==> src/rtl/pds_pkg.sv <==
package pds_pkg;
  localparam int unsigned BYTE_W = 8;
  localparam int unsigned REG_W  = 2;
  typedef logic [BYTE_W-1:0] byte_t;
endpackage

==> src/rtl/pds_group_match.sv <==
module pds_group_match #(
  parameter int unsigned ADDR_W = 10,
  parameter int unsigned BASE   = 'h302,
  parameter int unsigned NREG   = 4,
  parameter int unsigned REG_W  = 2
) (
  input  logic [ADDR_W-1:0] addr,
  output logic              hit,
  output logic [REG_W-1:0]  off
);
  localparam logic [ADDR_W-1:0] BASE_V = ADDR_W'(BASE);
  localparam logic [ADDR_W-1:0] LAST_V = ADDR_W'(BASE + NREG - 1);

  always_comb begin
    hit = (addr >= BASE_V) && (addr <= LAST_V);
    off = REG_W'(addr - BASE_V);
  end
endmodule

==> src/rtl/pds_io_decode.sv <==
module pds_io_decode #(
  parameter int unsigned ADDR_W     = 10,
  parameter int unsigned N_GRP      = 3,
  parameter int unsigned GRP_FIRST  = 'h302,
  parameter int unsigned GRP_STRIDE = 8,
  parameter int unsigned GRP_REGS   = 4,
  parameter int unsigned WIN_LO     = 'h300,
  parameter int unsigned WIN_HI     = 'h31A,
  parameter int unsigned PORT_OFF   = 'h319,
  parameter int unsigned PORT_ON    = 'h31A
) (
  input  logic                              clk,
  input  logic                              rst,
  input  logic [ADDR_W-1:0]                 io_addr,
  input  logic [pds_pkg::BYTE_W-1:0]        io_wdata,
  input  logic                              io_wr,
  input  logic                              io_rd,
  output logic [pds_pkg::BYTE_W-1:0]        io_rdata,
  output logic [N_GRP-1:0]                  grp_sel,
  output logic [pds_pkg::REG_W-1:0]         grp_reg,
  output logic [pds_pkg::BYTE_W-1:0]        grp_wdata,
  output logic                              grp_wr,
  output logic                              grp_rd,
  input  logic [N_GRP*pds_pkg::BYTE_W-1:0]  pal_rdata,
  output logic                              hc_en
);
  import pds_pkg::*;

  localparam int unsigned GIDX_W = (N_GRP > 1) ? $clog2(N_GRP) : 1;
  localparam logic [ADDR_W-1:0] WIN_LO_V = ADDR_W'(WIN_LO);
  localparam logic [ADDR_W-1:0] WIN_HI_V = ADDR_W'(WIN_HI);
  localparam logic [ADDR_W-1:0] OFF_V    = ADDR_W'(PORT_OFF);
  localparam logic [ADDR_W-1:0] ON_V     = ADDR_W'(PORT_ON);

  logic [N_GRP-1:0]            hit;
  logic [REG_W-1:0]            off [N_GRP];
  logic                        any_hit;
  logic [GIDX_W-1:0]           idx;
  logic [REG_W-1:0]            off_sel;
  logic                        in_win;
  logic                        rd_pend;
  logic                        rd_hit;
  logic [GIDX_W-1:0]           rd_idx;
  byte_t                       rd_byte;

  for (genvar g = 0; g < N_GRP; g++) begin : g_match
    pds_group_match #(
      .ADDR_W(ADDR_W),
      .BASE  (GRP_FIRST + g * GRP_STRIDE),
      .NREG  (GRP_REGS),
      .REG_W (REG_W)
    ) u_match (
      .addr(io_addr),
      .hit (hit[g]),
      .off (off[g])
    );
  end

  always_comb begin
    any_hit = |hit;
    idx     = '0;
    off_sel = '0;
    for (int g = 0; g < N_GRP; g++) begin
      if (hit[g]) begin
        idx     = GIDX_W'(g);
        off_sel = off[g];
      end
    end
    in_win = (io_addr >= WIN_LO_V) && (io_addr <= WIN_HI_V);
  end

  always_comb begin
    rd_byte = '1;
    for (int g = 0; g < N_GRP; g++) begin
      if (rd_idx == GIDX_W'(g)) rd_byte = pal_rdata[g*BYTE_W +: BYTE_W];
    end
  end

  // Stage 1: strobes toward the palettes and the split enable
  always_ff @(posedge clk) begin
    if (rst) begin
      grp_wr    <= 1'b0;
      grp_rd    <= 1'b0;
      grp_sel   <= '0;
      grp_reg   <= '0;
      grp_wdata <= '0;
      hc_en     <= 1'b0;
      rd_pend   <= 1'b0;
      rd_hit    <= 1'b0;
      rd_idx    <= '0;
    end else begin
      grp_wr  <= io_wr && any_hit;
      grp_rd  <= io_rd && any_hit;
      grp_sel <= (io_wr || io_rd) ? hit : '0;
      grp_reg <= off_sel;
      if (io_wr) grp_wdata <= io_wdata;
      rd_pend <= io_rd;
      rd_hit  <= io_rd && any_hit;
      rd_idx  <= idx;
      if (io_wr && in_win && io_addr == OFF_V)     hc_en <= 1'b0;
      else if (io_wr && in_win && io_addr == ON_V) hc_en <= 1'b1;
    end
  end

  // Stage 2: read-back capture
  always_ff @(posedge clk) begin
    if (rst)          io_rdata <= '1;
    else if (rd_pend) io_rdata <= rd_hit ? rd_byte : '1;
  end

  a_r2_sel_onehot: assert property (@(posedge clk) disable iff (rst)
    (grp_wr || grp_rd) |-> $onehot(grp_sel));
  a_r4_outside_no_write: assert property (@(posedge clk) disable iff (rst)
    (io_wr && io_addr < WIN_LO_V) |=> !grp_wr);
  a_r4_nohit_reads_ff: assert property (@(posedge clk) disable iff (rst)
    (rd_pend && !rd_hit) |=> (io_rdata == '1));
  a_r5_hc_clear: assert property (@(posedge clk) disable iff (rst)
    (io_wr && io_addr == OFF_V) |=> !hc_en);
  a_r6_hc_set: assert property (@(posedge clk) disable iff (rst)
    (io_wr && io_addr == ON_V) |=> hc_en);
endmodule

==> src/rtl/pds_lane_split.sv <==
module pds_lane_split #(
  parameter int unsigned BYTE_W = pds_pkg::BYTE_W
) (
  input  logic              clk,
  input  logic              rst,
  input  logic              hc_en,
  input  logic [BYTE_W-1:0] vid_byte,
  input  logic              vid_valid,
  input  logic              vid_low,
  output logic [BYTE_W-1:0] lo_idx,
  output logic              lo_vld,
  output logic [BYTE_W-1:0] hi_idx,
  output logic              hi_vld
);
  logic [BYTE_W-1:0] held_lo;

  always_ff @(posedge clk) begin
    if (rst) begin
      lo_idx  <= '0;
      hi_idx  <= '0;
      lo_vld  <= 1'b0;
      hi_vld  <= 1'b0;
      held_lo <= '0;
    end else begin
      lo_vld <= 1'b0;
      hi_vld <= 1'b0;
      if (vid_valid) begin
        if (!hc_en) begin
          lo_idx <= vid_byte;
          hi_idx <= vid_byte;
          lo_vld <= 1'b1;
        end else if (vid_low) begin
          held_lo <= vid_byte;
        end else begin
          lo_idx <= held_lo;
          hi_idx <= vid_byte;
          lo_vld <= 1'b1;
          hi_vld <= 1'b1;
        end
      end
    end
  end

  a_r7_lanes_paired: assert property (@(posedge clk) disable iff (rst)
    hi_vld |-> lo_vld);
  a_r8_hi_quiet_when_off: assert property (@(posedge clk) disable iff (rst)
    !hc_en |=> !hi_vld);
  a_r9_no_byte_no_strobe: assert property (@(posedge clk) disable iff (rst)
    !vid_valid |=> (!lo_vld && !hi_vld));
  a_r9_low_alone_quiet: assert property (@(posedge clk) disable iff (rst)
    (hc_en && vid_valid && vid_low) |=> !lo_vld);
endmodule

==> src/rtl/palette_port_splitter.sv <==
module palette_port_splitter #(
  parameter int unsigned ADDR_W     = 10,
  parameter int unsigned N_GRP      = 3,
  parameter int unsigned GRP_FIRST  = 'h302,
  parameter int unsigned GRP_STRIDE = 8,
  parameter int unsigned GRP_REGS   = 4,
  parameter int unsigned WIN_LO     = 'h300,
  parameter int unsigned WIN_HI     = 'h31A,
  parameter int unsigned PORT_OFF   = 'h319,
  parameter int unsigned PORT_ON    = 'h31A,
  parameter int unsigned BYTE_W     = 8
) (
  input  logic                      clk,
  input  logic                      rst,
  input  logic [ADDR_W-1:0]         io_addr,
  input  logic [BYTE_W-1:0]         io_wdata,
  input  logic                      io_wr,
  input  logic                      io_rd,
  output logic [BYTE_W-1:0]         io_rdata,
  output logic [N_GRP-1:0]          grp_sel,
  output logic [1:0]                grp_reg,
  output logic [BYTE_W-1:0]         grp_wdata,
  output logic                      grp_wr,
  output logic                      grp_rd,
  input  logic [N_GRP*BYTE_W-1:0]   pal_rdata,
  output logic                      hc_en,
  input  logic [BYTE_W-1:0]         vid_byte,
  input  logic                      vid_valid,
  input  logic                      vid_low,
  output logic [BYTE_W-1:0]         lo_idx,
  output logic                      lo_vld,
  output logic [BYTE_W-1:0]         hi_idx,
  output logic                      hi_vld
);
  pds_io_decode #(
    .ADDR_W    (ADDR_W),
    .N_GRP     (N_GRP),
    .GRP_FIRST (GRP_FIRST),
    .GRP_STRIDE(GRP_STRIDE),
    .GRP_REGS  (GRP_REGS),
    .WIN_LO    (WIN_LO),
    .WIN_HI    (WIN_HI),
    .PORT_OFF  (PORT_OFF),
    .PORT_ON   (PORT_ON)
  ) u_dec (
    .clk      (clk),
    .rst      (rst),
    .io_addr  (io_addr),
    .io_wdata (io_wdata),
    .io_wr    (io_wr),
    .io_rd    (io_rd),
    .io_rdata (io_rdata),
    .grp_sel  (grp_sel),
    .grp_reg  (grp_reg),
    .grp_wdata(grp_wdata),
    .grp_wr   (grp_wr),
    .grp_rd   (grp_rd),
    .pal_rdata(pal_rdata),
    .hc_en    (hc_en)
  );

  pds_lane_split #(
    .BYTE_W(BYTE_W)
  ) u_split (
    .clk      (clk),
    .rst      (rst),
    .hc_en    (hc_en),
    .vid_byte (vid_byte),
    .vid_valid(vid_valid),
    .vid_low  (vid_low),
    .lo_idx   (lo_idx),
    .lo_vld   (lo_vld),
    .hi_idx   (hi_idx),
    .hi_vld   (hi_vld)
  );
endmodule

==> config.mk <==
export PLATFORM = sky130hd
export DESIGN_NAME = palette_port_splitter
export DESIGN_NICKNAME = d
export VERILOG_FILES = /design/src/rtl/pds_pkg.sv /design/src/rtl/pds_group_match.sv /design/src/rtl/pds_io_decode.sv /design/src/rtl/pds_lane_split.sv /design/src/rtl/palette_port_splitter.sv
export SDC_FILE = /design/constraint.sdc
export NUM_CORES = 1
export LEC_CHECK = 0
export ABC_AREA = 1
export BUFFER_PORTS_ARGS = -buffer_cell sky130_fd_sc_hd__buf_2
export CORE_AREA = 2 2 90 92
export CTS_CLUSTER_DIAMETER = 30
export CTS_CLUSTER_SIZE = 10
export DETAILED_ROUTE_END_ITERATION = 12
export DIE_AREA = 0 0 92 94
export HOLD_SLACK_MARGIN = 0.05
export PLACE_DENSITY = 0.61
export RECOVER_POWER = 25
export SLEW_MARGIN = 20
export SYNTH_ARGS = -nofsm -noshare
export SYNTH_HDL_FRONTEND = slang
export SYNTH_SLANG_ARGS = --single-unit
==> constraint.sdc <==
create_clock -name clk -period 1.14 [get_ports clk]
set_input_delay 0.228 -clock clk [delete_from_list [all_inputs] [get_ports clk]]
set_output_delay 0.228 -clock clk [all_outputs]
set_load 0.05 [all_outputs]
# Word-level counts from Yosys, hierarchy flattened
# Index checks and enable logic that the tools add are counted.
dict set report totals {
  mem_count 0
  out_inout_bits 42
  in_bits 56
  ram_bits 0
  wordCells 68
  mem_bits_ro 0
  latch_bits 0
  ff_bits 53
}
dict set report classes {
  reduce_logical 19
  n_eq_ne 5
  n_mux 15
  multipliers 0
  div 0
  shifts 0
  order_cmp 8
  bitwise 3
  n_addsub 3
}
# op n
set op_table {}
lappend op_table {{8-bit 2-to-1 mux} 8}
lappend op_table {{10-bit >= comparator, second input constant} 4}
lappend op_table {{10-bit less-or-equal comparator, second input constant} 4}
lappend op_table {{10-bit == test, second input constant} 2}
lappend op_table {{1-bit logical AND} 9}
lappend op_table {{2-bit 2-to-1 mux} 4}
lappend op_table {{2-bit OR reduction} 4}
lappend op_table {{3-bit OR reduction} 2}
lappend op_table {{2-bit subtractor, second input constant} 3}
lappend op_table {{1-bit 2-to-1 mux} 3}
lappend op_table {{1-bit NOT} 3}
lappend op_table {{3-bit AND reduction} 1}
lappend op_table {{2-bit by 1-bit == test with 1-bit output, second input constant} 1}
lappend op_table {{2-bit == test, second input constant} 1}
lappend op_table {{2-bit logical NOT} 1}
lappend op_table {{2-bit inequality test, second input constant} 1}
lappend op_table {{2-bit AND reduction} 1}
lappend op_table {{1-bit logical OR} 1}

# Depth between registers and ports, before layout
dict set report logic_depth {
  word_depth 5
  mapped_depth 8
  mapped_depth_nobuf 8
}

# Hierarchy
# Synthesis repeated with hierarchy kept, for this count alone.
dict set report hier_totals {
  cells_unflattened 391
  area_unflattened_um2 2573.7
}
# module instances area_each_um2 seq_area_each_um2 cells_each
set by_module_without_submodules {}
lappend by_module_without_submodules {pds_io_decode 1 1201.2 540.5 172}
lappend by_module_without_submodules {pds_lane_split 1 1194.9 520.5 178}
lappend by_module_without_submodules {{pds_group_match (u_dec.g_match[0].u_match)} 1 66.3 0.0 16}
lappend by_module_without_submodules {{pds_group_match (u_dec.g_match[2].u_match)} 1 56.3 0.0 13}
lappend by_module_without_submodules {{pds_group_match (u_dec.g_match[1].u_match)} 1 55.1 0.0 12}

# Least setup slack after synthesis
# No wires, ideal clock.
dict set report synth_timing {
  path_kind {register -> register}
  from {register u_dec.hc_en}
  to {register u_split.lo_idx[6]}
  slack_ps -298
  stages_incl_launch_ff 8
  setup_time_ps 116
  t_arrival_ps 1322
  cell_sequence {dfxtp_1 buf_6 nand2_4 nand2_8 inv_4 buf_6 o21ai_0 nor2_1}
}
dict set report synth_between {
  elab_chain_len 2
  elab_cells_between_ends 3
  classes_between {eq/ne (1); mux (1); reduce/logical (1)}
}
# item line
set synth_rtl {}
lappend synth_rtl {{from (decl)} pds_io_decode.sv:25} ;# output logic hc_en
lappend synth_rtl {{from (signal assigned)} pds_io_decode.sv:87} ;# hc_en <= 1'b0;
lappend synth_rtl {{from (signal assigned)} pds_io_decode.sv:100} ;# if (io_wr && in_win && io_addr == OFF_V) hc_en <= 1'b0;
lappend synth_rtl {{from (signal assigned)} pds_io_decode.sv:101} ;# else if (io_wr && in_win && io_addr == ON_V) hc_en <= 1'b1;
lappend synth_rtl {{2-bit inequality test (no line)} n/a}
lappend synth_rtl {{2-bit AND reduction (no line)} n/a}
lappend synth_rtl {{to (signal assigned)} pds_lane_split.sv:29} ;# lo_idx <= vid_byte;
lappend synth_rtl {{to (signal assigned)} pds_lane_split.sv:35} ;# lo_idx <= held_lo;
lappend synth_rtl {{to (decl)} pds_lane_split.sv:10} ;# output logic [BYTE_W-1:0] lo_idx,
# Several ways; a longest one is shown, not always the timed one.
# A chain may end at the register's enable or synchronous reset.

# Worst setup path in the final report
dict set report layout_timing {
  from {register u_dec.hc_en}
  to {output hc_en}
}
# item line
set layout_rtl {}
lappend layout_rtl {{to (decl)} palette_port_splitter.sv:26} ;# output logic hc_en,
# No word-level cell between the ends.

==> run metrics <==
pwr/cell area between 1000 and 1500 nW/um2; final setup vio count 0; cts bufs inserted 5; max-cap violations 0; Crit. path cell count 1; largest net degree at the start of global routing 26; CP Launch Type flop; Worst EP required between 0.9 and 1 ns; Critical Path AT 0.88 ns; commonest cells in the netlist nor2_1, nand2_1, dfxtp_1; initial antenna violation count 0; remaining antenna violation count 0; hpwl dp 4424 um; clk_skew 0.007959 ns; Wirelength per Cell between 10 and 15 um; antenna fix cells 0; async set-or-reset flop fraction in the synthesized netlist 0%; Seq. cell area 1071 um2; Tot GR Track Use 14.09%; fmax approximately 900 MHz; CTS tree built; R2R depth 5; worst slew pin tran approximately 0.25 ns; CP cell instances buf_8; synth top area cells dfxtp_1, nor2_1, nand2_1, o21ai_0, a21oi_1; # IOs a little under 100; Post-Route Utilization between 40% and 50%; post-synth top area share 46.77%; first-pass GRT wire length a little under 10000 um; final WL between 5000 and 6000 um; post-synth top area cell dfxtp_1; Yosys reg bits 53; post-synthesis cell count between 300 and 400; Multi-input gate area just under 1000 um2; main combinational cell family by area after synthesis simple AND/OR/NAND/NOR gates; die area a little under 9000 um2; crit path kind flop to output port; VDD IR max 0.6661 mV; Clock Latency Late Sink roughly 0.30 ns; via count 2300; Vias/cell roughly 4.4; worst hold path class input port to flop; Synthesis Warnings 0; Root Buffer clkbuf_8; Mapped Nets roughly 370; Hold Path Depth 2; layout cells sized above 1 between 30 and 40%; TritonCTS Sinks between 50 and 60; Max Root-Sink Buffers 2; unrepaired setup endpoints after global routing yes; Max-slew headroom 83.40%; slowest stage delay, CP 0.41 ns; final hold vios 0; Starting Density between 20 and 30%; min cycle time layout 1.104 ns; mapped cell area around 2300 um2; Final Slew Violations 0; slowest CP cell dfxtp_4; Fill cells 807; Synth Area in Adders 0%; # DRC 0; row count 32; prevailing post-synth register cell dfxtp_1; Core Region 7607 um2; Die Wd 92 um; xor and xnor area share after synthesis 0%; H-tree levels 2; area share of and/or/nand/nor cells after synthesis roughly 29%; placed cell count roughly 500; critical path peak fanout 7; Crit. End Element output port; Post-layout nets between 400 and 500; most frequent cell after synthesis nor2_1; P&R area growth vs syn 37.67%; clock transition at the registers of the reported paths approximately 0.1 ns; number of DRC markers in iteration 0 57; fin cells 518; status completed; Final period util 96.86%; hold slack around 0.13 ns; vias in the first global route ~2200; IO buf count slightly below 100; setup TNS 0 ns; mux cell area share after synthesis 0%; Leakage around 0.0015 uW; Seq/Total Area, Yosys ~47%; WP buf/inv 1; post-synthesis area per instance ~7.3 um2; die height 94 um; Synth cell types 20; compound-cell area share of the yosys netlist between 10% and 20%; total gr overflow 0; GP Congestion between 0.8 and 0.9; Post-synth EDFFs 0; CP delay by family, top flip-flops; router iterations before antenna repair 4
==> cell families (layout without fill, tap and decap cells) <==
family	Yosys count	in the layout
simple gates	151	151
flops	53	53
buf+inv	39	143
compound gates	69	69
==> final cells by class <==
class / count / area share (%)
Sequential cell: 53 / 34.29
Multi-Input combinational cell: 220 / 31.85
Timing Repair Buffer: 109 / 23.48
Tap cell: 102 / 4.087
Inverter: 26 / 3.285
Clock buffer: 5 / 2.204
Clock inverter: 3 / 0.8013
==> cell usage in the layout (no fill, tap or decap), drive strengths merged <==
cell | netlist | routed
clkinv | 0 | 1
buf | 10 | 101
o21ai | 41 | 41
inv | 26 | 27
nand3 | 23 | 23
nor3 | 3 | 3
clkbuf | 3 | 13
dfxtp | 53 | 53
nor2 | 67 | 67
clkinvlp | 0 | 1
a21oi | 28 | 28
nand2 | 58 | 58
==> routing by layer <==
layer  vias to the layer above  GRT usage, %  part of all wire [%]
met1                      1025         16.74                    46
met3                         2         3.692                   6.9
met4                         0         4.104                  0.79
li1                       1204             -                     -
met2                        69         25.00                    46
met5                         -             0                     0
==> worst paths after layout <==
check / start / slack (ns) / end
setup reg to reg: u_dec.hc_en / 0.11 / u_split.held_lo[2]
hold / removal: vid_low / 0.13 / u_split.hi_vld
hold reg to reg: u_split.held_lo[7] / 0.48 / u_split.held_lo[7]
setup / recovery: u_dec.hc_en / 0.04 / hc_en
==> metrics by stage <==
stage	area (um2)	setup WS (ns)	total power [uW]
after floorplan	2278	-0.04253	2484
after global placement	2869	0.08310	2708
after detailed placement	2869	0.04452	2714
after CTS	3057	-0.02848	3884
after global routing	3123	-0.05480	4046
final	3123	0.03578	3827
==> where the power goes <==
| part | switching, uW | internal, uW | total, uW |
|---|---|---|---|
| combinational | 501 | 259 | 760 |
| clock | 655 | 445 | 1100 |
| sequential | 41.0 | 1930 | 1970 |
| total | 1200 | 2630 | 3830 |
==> what timing repair did <==
action,4_1_cts,5_1_grt
resized for setup,36,18
hold buffers,0,0
endpoints found under the setup margin,33,35
setup buffers,0,4
pin swaps,0,1
No activity file was read; power rests on OpenSTA's default activity.
